### src/rtl/nand_page_seq.sv
module nand_page_seq #(
  parameter int BLK_W           = 10,
  parameter int PAGES_PER_BLOCK = 64,
  parameter int MAIN_BYTES      = 2048,
  parameter int SPARE_BYTES     = 64,
  parameter int TWB_CYC         = 4,
  parameter int TWHR_CYC        = 6,
  localparam int PG_W           = $clog2(PAGES_PER_BLOCK)
) (
  input  logic             clk,
  input  logic             rst_n,
  input  logic             req_valid,
  input  logic [1:0]       req_op,
  input  logic [BLK_W-1:0] req_block,
  input  logic [PG_W-1:0]  req_page,
  output logic             done,
  output logic             fail,
  output logic             cyc_valid,
  output logic [1:0]       cyc_kind,
  output logic [7:0]       cyc_data,
  input  logic             cyc_ready,
  input  logic [7:0]       bus_rdata,
  output logic             ce_n,
  input  logic             rb_n,
  input  logic             ill_acc,
  input  logic             wr_valid,
  input  logic [7:0]       wr_data,
  output logic             wr_ready,
  output logic             out_valid,
  output logic [7:0]       out_data,
  input  logic             out_ready
);
  localparam int PAGE_BYTES = MAIN_BYTES + SPARE_BYTES;
  localparam int ROW_W      = BLK_W + PG_W;
  localparam int CNT_W      = $clog2(PAGE_BYTES);
  localparam logic [CNT_W-1:0] LAST_BYTE = CNT_W'(PAGE_BYTES - 1);
  localparam logic [CNT_W-1:0] WB_LIM    = CNT_W'(TWB_CYC);
  localparam logic [CNT_W-1:0] WHR_LIM   = CNT_W'(TWHR_CYC - 1);

  localparam logic [1:0] OP_ID = 2'd0, OP_READ = 2'd1, OP_PROG = 2'd2, OP_ERASE = 2'd3;
  localparam logic [1:0] K_CMD = 2'd0, K_ADDR = 2'd1, K_WR = 2'd2, K_RD = 2'd3;

  typedef enum logic [3:0] {
    S_IDLE, S_CMD1, S_ADDR, S_WDATA, S_CMD2, S_WAITRB,
    S_STCMD, S_GAP, S_STRD, S_RDATA, S_RHOLD, S_FIN
  } state_t;

  state_t           st;
  logic [CNT_W-1:0] cnt;
  logic [1:0]       op;
  logic [ROW_W-1:0] row;
  logic [15:0]      row_b;
  logic             fail_q;
  logic [7:0]       rbyte;
  logic             fire;
  logic             addr_last;
  logic             rd_last;

  assign row_b     = 16'(row);
  assign done      = (st == S_FIN);
  assign fail      = fail_q;
  assign ce_n      = (st == S_IDLE);
  assign out_valid = (st == S_RHOLD);
  assign out_data  = rbyte;
  assign wr_ready  = (st == S_WDATA) && cyc_ready;
  assign fire      = cyc_valid && cyc_ready;
  assign addr_last = (op == OP_ID) ? (cnt == '0) : (cnt == CNT_W'(3));
  assign rd_last   = (op == OP_ID) ? (cnt == CNT_W'(1)) : (cnt == LAST_BYTE);

  always_comb begin
    cyc_valid = 1'b0;
    cyc_kind  = K_CMD;
    cyc_data  = 8'h00;
    case (st)
      S_CMD1: begin
        cyc_valid = 1'b1;
        case (op)
          OP_ID:   cyc_data = 8'h90;
          OP_READ: cyc_data = 8'h00;
          OP_PROG: cyc_data = 8'h80;
          default: cyc_data = 8'h60;
        endcase
      end
      S_ADDR: begin
        cyc_valid = 1'b1;
        cyc_kind  = K_ADDR;
        case (cnt[1:0])
          2'd2:    cyc_data = row_b[7:0];
          2'd3:    cyc_data = row_b[15:8];
          default: cyc_data = 8'h00;
        endcase
      end
      S_WDATA: begin
        cyc_valid = wr_valid;
        cyc_kind  = K_WR;
        cyc_data  = wr_data;
      end
      S_CMD2: begin
        cyc_valid = 1'b1;
        case (op)
          OP_READ: cyc_data = 8'h30;
          OP_PROG: cyc_data = 8'h10;
          default: cyc_data = 8'hD0;
        endcase
      end
      S_STCMD: begin
        cyc_valid = 1'b1;
        cyc_data  = 8'h70;
      end
      S_STRD, S_RDATA: begin
        cyc_valid = 1'b1;
        cyc_kind  = K_RD;
      end
      default: ;
    endcase
  end

  always_ff @(posedge clk or negedge rst_n) begin
    if (!rst_n) begin
      st     <= S_IDLE;
      cnt    <= '0;
      op     <= OP_ID;
      row    <= '0;
      fail_q <= 1'b0;
      rbyte  <= 8'h00;
    end else begin
      case (st)
        S_IDLE: if (req_valid) begin
          op     <= req_op;
          row    <= {req_block, req_page};
          fail_q <= 1'b0;
          cnt    <= (req_op == OP_ERASE) ? CNT_W'(2) : '0;
          st     <= S_CMD1;
        end
        S_CMD1: if (fire) st <= S_ADDR;
        S_ADDR: if (fire) begin
          if (addr_last) begin
            cnt <= '0;
            st  <= (op == OP_ID) ? S_RDATA : (op == OP_PROG) ? S_WDATA : S_CMD2;
          end else begin
            cnt <= cnt + CNT_W'(1);
          end
        end
        S_WDATA: if (fire) begin
          if (cnt == LAST_BYTE) begin
            cnt <= '0;
            st  <= S_CMD2;
          end else begin
            cnt <= cnt + CNT_W'(1);
          end
        end
        S_CMD2: if (fire) begin
          cnt <= '0;
          st  <= S_WAITRB;
        end
        S_WAITRB: begin
          if (ill_acc) begin
            fail_q <= 1'b1;
            st     <= S_FIN;
          end else if (cnt != WB_LIM) begin
            cnt <= cnt + CNT_W'(1);
          end else if (rb_n) begin
            cnt <= '0;
            st  <= (op == OP_READ) ? S_RDATA : S_STCMD;
          end
        end
        S_STCMD: if (fire) begin
          cnt <= '0;
          st  <= S_GAP;
        end
        S_GAP: begin
          if (cnt == WHR_LIM) st <= S_STRD;
          else cnt <= cnt + CNT_W'(1);
        end
        S_STRD: if (fire) begin
          fail_q <= bus_rdata[0];
          st     <= S_FIN;
        end
        S_RDATA: if (fire) begin
          rbyte <= bus_rdata;
          st    <= S_RHOLD;
        end
        S_RHOLD: if (out_ready) begin
          if (rd_last) begin
            st <= S_FIN;
          end else begin
            cnt <= cnt + CNT_W'(1);
            st  <= S_RDATA;
          end
        end
        S_FIN:   st <= S_IDLE;
        default: st <= S_IDLE;
      endcase
    end
  end
endmodule

### config.mk
export PLATFORM = sky130hd
export DESIGN_NAME = nand_page_seq
export DESIGN_NICKNAME = d
export VERILOG_FILES = /design/src/rtl/nand_page_seq.sv
export SDC_FILE = /design/constraint.sdc
export NUM_CORES = 1
export LEC_CHECK = 0
export ABC_CLOCK_PERIOD_IN_PS = 2110
export BUFFER_PORTS_ARGS = -buffer_cell sky130_fd_sc_hd__buf_2
export CAP_MARGIN = 0
export CELL_PAD_IN_SITES_DETAIL_PLACEMENT = 0
export CELL_PAD_IN_SITES_GLOBAL_PLACEMENT = 1
export CORE_MARGIN = 5
export CORE_UTILIZATION = 37
export DETAILED_ROUTE_END_ITERATION = 10
export GPL_TIMING_DRIVEN = 0
export PLACE_DENSITY = 0.82
export SYNTH_ARGS = -nofsm -noshare
export SYNTH_HDL_FRONTEND = slang
export SYNTH_SLANG_ARGS = --single-unit
### constraint.sdc
create_clock -name clk -period 2.11 [get_ports clk]
set_clock_uncertainty 0.1 [all_clocks]
set_input_delay 0.5275 -clock clk [delete_from_list [all_inputs] [get_ports clk]]
set_output_delay 0.5275 -clock clk [all_outputs]
set_load 0.02 [all_outputs]
==> impl_summary.md <==
Worst setup path
At the worst endpoint, the required time is 1.48 ns. The data arrival time of the worst path is 1.82 ns. The standard cell with the maximum stage delay on the critical path is sky130_fd_sc_hd__dfrtp_1.

The number of buffer and inverter instances along the worst setup path is 2. The kind of launch point of the worst setup path is a register. The critical path is of the register to primary output type.

The worst reg2reg path endpoint is cnt[6]. On the worst path, the slowest cell contributes a delay of 0.46 ns. The critical path goes through ha_4 > clkbuf_16 > a22o_1 > a221o_1 > buf_6.

Of all nets on the critical path, the largest fanout is 4. Setup slack on the worst reg-to-reg path comes out at -0.19 ns. The startpoint of the worst-slack reg-to-reg timing path is st[0]. The kind of cell with the highest combined delay along the critical path is compound AO/OA/AOI/OAI gates. The kind of end point of the critical path is a primary output. Measured in cells, the most critical reg-to-reg path has a length of 10.

Run status
The final reports fail on negative setup slack. The run finished, with violations left.

Final layout
The most frequent standard cell in the layout excluding fill and tap cells is sky130_fd_sc_hd__buf_2. The number of antenna diodes is 0. Leaving out fill and tap cells, the most frequent cells in the layout are 53 x sky130_fd_sc_hd__buf_2, 47 x sky130_fd_sc_hd__buf_4, 41 x sky130_fd_sc_hd__dfrtp_1. The share of final-layout standard cells stronger than drive strength 1 is 0.577.

From synthesis to final layout, the design area changed by 55.2%. The number of nets at the end of the flow is 484. The count of cells in the finished layout, fillers not included, comes to 535.

Clock tree
The clock sink count is 43. The root buffer cell chosen for the clock tree is sky130_fd_sc_hd__clkbuf_8. The clock reaches the later pin of the worst-skew pair after 0.31 ns. TritonCTS built the clock tree. The maximum level of the CTS H-tree is 2.

The register clock-pin slew on the reported worst setup and hold paths is 0.10 ns. The number of buffers on the longest clock path is 2. The number of buffers created by CTS is 5.

GRT
The number of antenna violations at the first check in global routing was 0. The most used routing layer in global routing is met2. The first global-routing pass estimated 14,600 um of wire. For this run, the total global-route usage over all layers was measured as 0.184. Entering global routing, the biggest net connects 44 pins.

The via count of the first global-routing pass is 2,914. The aggregate global routing overflow is 0. The met2 track demand over resource is 0.313.

The routing usage on met1 is 0.234. The met3 usage in global routing is 0.0410.

Logic synthesis
Counting distinct cell types in the post-synthesis netlist gives 59. The synthesized design spends more area on one cell type than any other, namely sky130_fd_sc_hd__dfrtp_1. Among all flip-flop cells after synthesis, the most frequent one is sky130_fd_sc_hd__dfrtp_1. Synthesis inferred 43 register bits. The Yosys step of the flow raised 0 warnings. After synthesis, the share of flip-flops with an asynchronous set or reset is 1.00. Ranked by total cell area, the synthesized netlist is headed by sky130_fd_sc_hd__dfrtp_1 37%, sky130_fd_sc_hd__mux2_2 11%, sky130_fd_sc_hd__ha_1 4.3%.

The mean post-synth cell area is 9.61 um2. Synthesis produced a netlist with a net count of 356. The area share of the largest cell type after synthesis is 0.368.

Of the synthesized area, sequential elements account for 0.368. Counting flops with a built-in enable in the synthesized netlist gives 0. The combined area of all synthesized cells is 2920 um2. Counting every instance in the synthesized netlist gives 304.

Pwr
The analysis attributes to cell leakage a power of 2.15 nW. The worst voltage drop across the vdd grid is 0.000281 V. The design draws 2.17 mW. The power density over cell area is 479 nW/um2.

Flow run
Max-cap violations in this run came to 0.

Routing
Before antenna repair, the detailed router went through 4 iterations. Using the TritonRoute via totals, the vias-per-cell ratio works out to 5.49. The number of remaining DRC errors is 0. Summing over every cut layer, the via total after detailed routing is 2,936. The number of nets with antenna violations after routing is 0. The final layout contains routed wiring with a total length of 9550 um.

In the final routed layout, each cell accounts on average for 17.8 um. The first routing iteration left 118 violations.

Die
The row count is 32. 66 I/O pins were placed. The vertical extent of the die is 98.8 um.

The effective utilization at floorplan is 0.378. In this run the standard cell core region covers 7730 um2. The die boundary width is 98.8 um. The area enclosed by the die boundary is 9770 um2.

Placed design
The cell count after placement is 471. The HPWL after detailed placement is 5710 um. The congestion estimate from routability-driven global placement came to 0.855.

The number of buffers inserted by port buffering is 65.

STA
The minimum setup slack in the final design is -0.333 ns. Of the available clock period, the critical path in the final layout requires 1.16. Headroom to the max-slew limit came out at 0.331.

The slew at the pin with the worst max-slew slack is 1.00 ns. Setup repair after global routing could not meet its margin everywhere. The number of hold violations in the final report is 0.

After layout, the minimum clock period comes to 2.44 ns. The fmax is 409 MHz. The final setup TNS is -4.89 ns. The final-report max-slew violation count came to 0. Setup violations remaining at the end of the flow were counted as 29.

Min path
The kind of path behind the tightest hold check is input pin to asynchronous set/reset pin.
## kinds of logic after synthesis
logic type,Yosys count,share of synthesized area
muxes,28,0.108
buffers and inverters,34,0.0608
DFF,43,0.368
AOI/OAI and AO/OA,81,0.193
adders and majority gates,10,0.0428
and+or+nand+nor,108,0.227
## synth_stat cells (2+ instances only)
library cell / n
sky130_fd_sc_hd__dfrtp_1: 43
sky130_fd_sc_hd__mux2_2: 28
sky130_fd_sc_hd__nor2_1: 23
sky130_fd_sc_hd__a21oi_1: 19
sky130_fd_sc_hd__o21ai_0: 19
sky130_fd_sc_hd__nand2_1: 18
sky130_fd_sc_hd__inv_1: 16
sky130_fd_sc_hd__ha_1: 10
sky130_fd_sc_hd__nand2b_1: 10
sky130_fd_sc_hd__a22oi_1: 7
sky130_fd_sc_hd__nand3_1: 7
sky130_fd_sc_hd__o22ai_1: 7
sky130_fd_sc_hd__buf_4: 6
sky130_fd_sc_hd__nand4_1: 6
sky130_fd_sc_hd__nor2b_1: 6
sky130_fd_sc_hd__nor3_1: 6
sky130_fd_sc_hd__and3b_1: 4
sky130_fd_sc_hd__buf_2: 4
sky130_fd_sc_hd__clkbuf_1: 4
sky130_fd_sc_hd__and2_1: 3
sky130_fd_sc_hd__and4_1: 3
sky130_fd_sc_hd__buf_6: 3
sky130_fd_sc_hd__o21ai_1: 3
sky130_fd_sc_hd__a21boi_0: 2
sky130_fd_sc_hd__a221oi_1: 2
sky130_fd_sc_hd__a22o_1: 2
sky130_fd_sc_hd__a2bb2oi_1: 2
sky130_fd_sc_hd__a31oi_1: 2
sky130_fd_sc_hd__and4bb_1: 2
sky130_fd_sc_hd__nand2_2: 2
sky130_fd_sc_hd__nand3b_1: 2
sky130_fd_sc_hd__nand4b_1: 2
sky130_fd_sc_hd__nor3_2: 2
sky130_fd_sc_hd__o31ai_2: 2
sky130_fd_sc_hd__or2_2: 2
sky130_fd_sc_hd__or3_1: 2
## metrics by stage
stage / utilization / instance area (um2) / setup WS (ns) / hold slack, ns
final: 0.587 / 4530 / -0.333 / 0.275
after global routing: 0.587 / 4530 / -0.377 / 0.344
after CTS: 0.556 / 4290 / -0.331 / 0.320
after detailed placement: 0.439 / 3400 / -0.398 / 0.387
after global placement: 0.439 / 3400 / -0.409 / 0.384
after floorplan: - / 2940 / -0.0478 / 0.132
## how the worst max path moves through the flow
| stage | depth (start not counted) | slack (ns) | from | end |
|---|---|---|---|---|
| 6_report | 5 | -0.33 | cnt[0] | cyc_data[5] |
| 4_1_cts | 5 | -0.33 | cnt[0] | cyc_data[5] |
| 2_1_floorplan | 4 | -0.05 | st[3] | cyc_data[0] |
| 3_3_place_gp | 6 | -0.41 | st[0] | cyc_data[7] |
| 3_5_place_dp | 6 | -0.40 | st[0] | cyc_data[7] |
| 5_1_grt | 5 | -0.38 | cnt[1] | cyc_data[5] |
## state kept, by name, indices dropped and copies added (netlist names)
name	cells
row	16
cnt	12
fail	1
st	4
out_data	8
op	2
## what timing repair did
item                       CTS  global route
gates cloned                 2             1
pin swaps                   29            10
gates resized for setup    120            34
setup endpoints to repair   44            41
hold buffers                 0             0
setup buffers               41            19
## where the power goes
| part | switching, mW | internal [mW] |
|---|---|---|
| Combinational | 0.239 | 0.270 |
| Clock | 0.321 | 0.353 |
| Sequential | 0.115 | 0.872 |
| Total | 0.676 | 1.50 |
## layer usage
layer,vias up,wire length [um],part of all wire
li1,1372,-,-
met1,1429,3810,0.40
met2,114,4900,0.51
met3,21,634,0.066
met4,0,206,0.022
met5,-,0,0
## cell type report
type	instances	area (um2)
fillers	623	3190
clock buffers	5	68.8
clock inverters	3	43.8
well taps	102	128
plain buffers	13	165
inverters	16	60.1
multi-input cells	227	2020
flip-flops and latches	43	1080
repair buffers	126	968
Note: power is estimated with default switching activity, not from simulation.
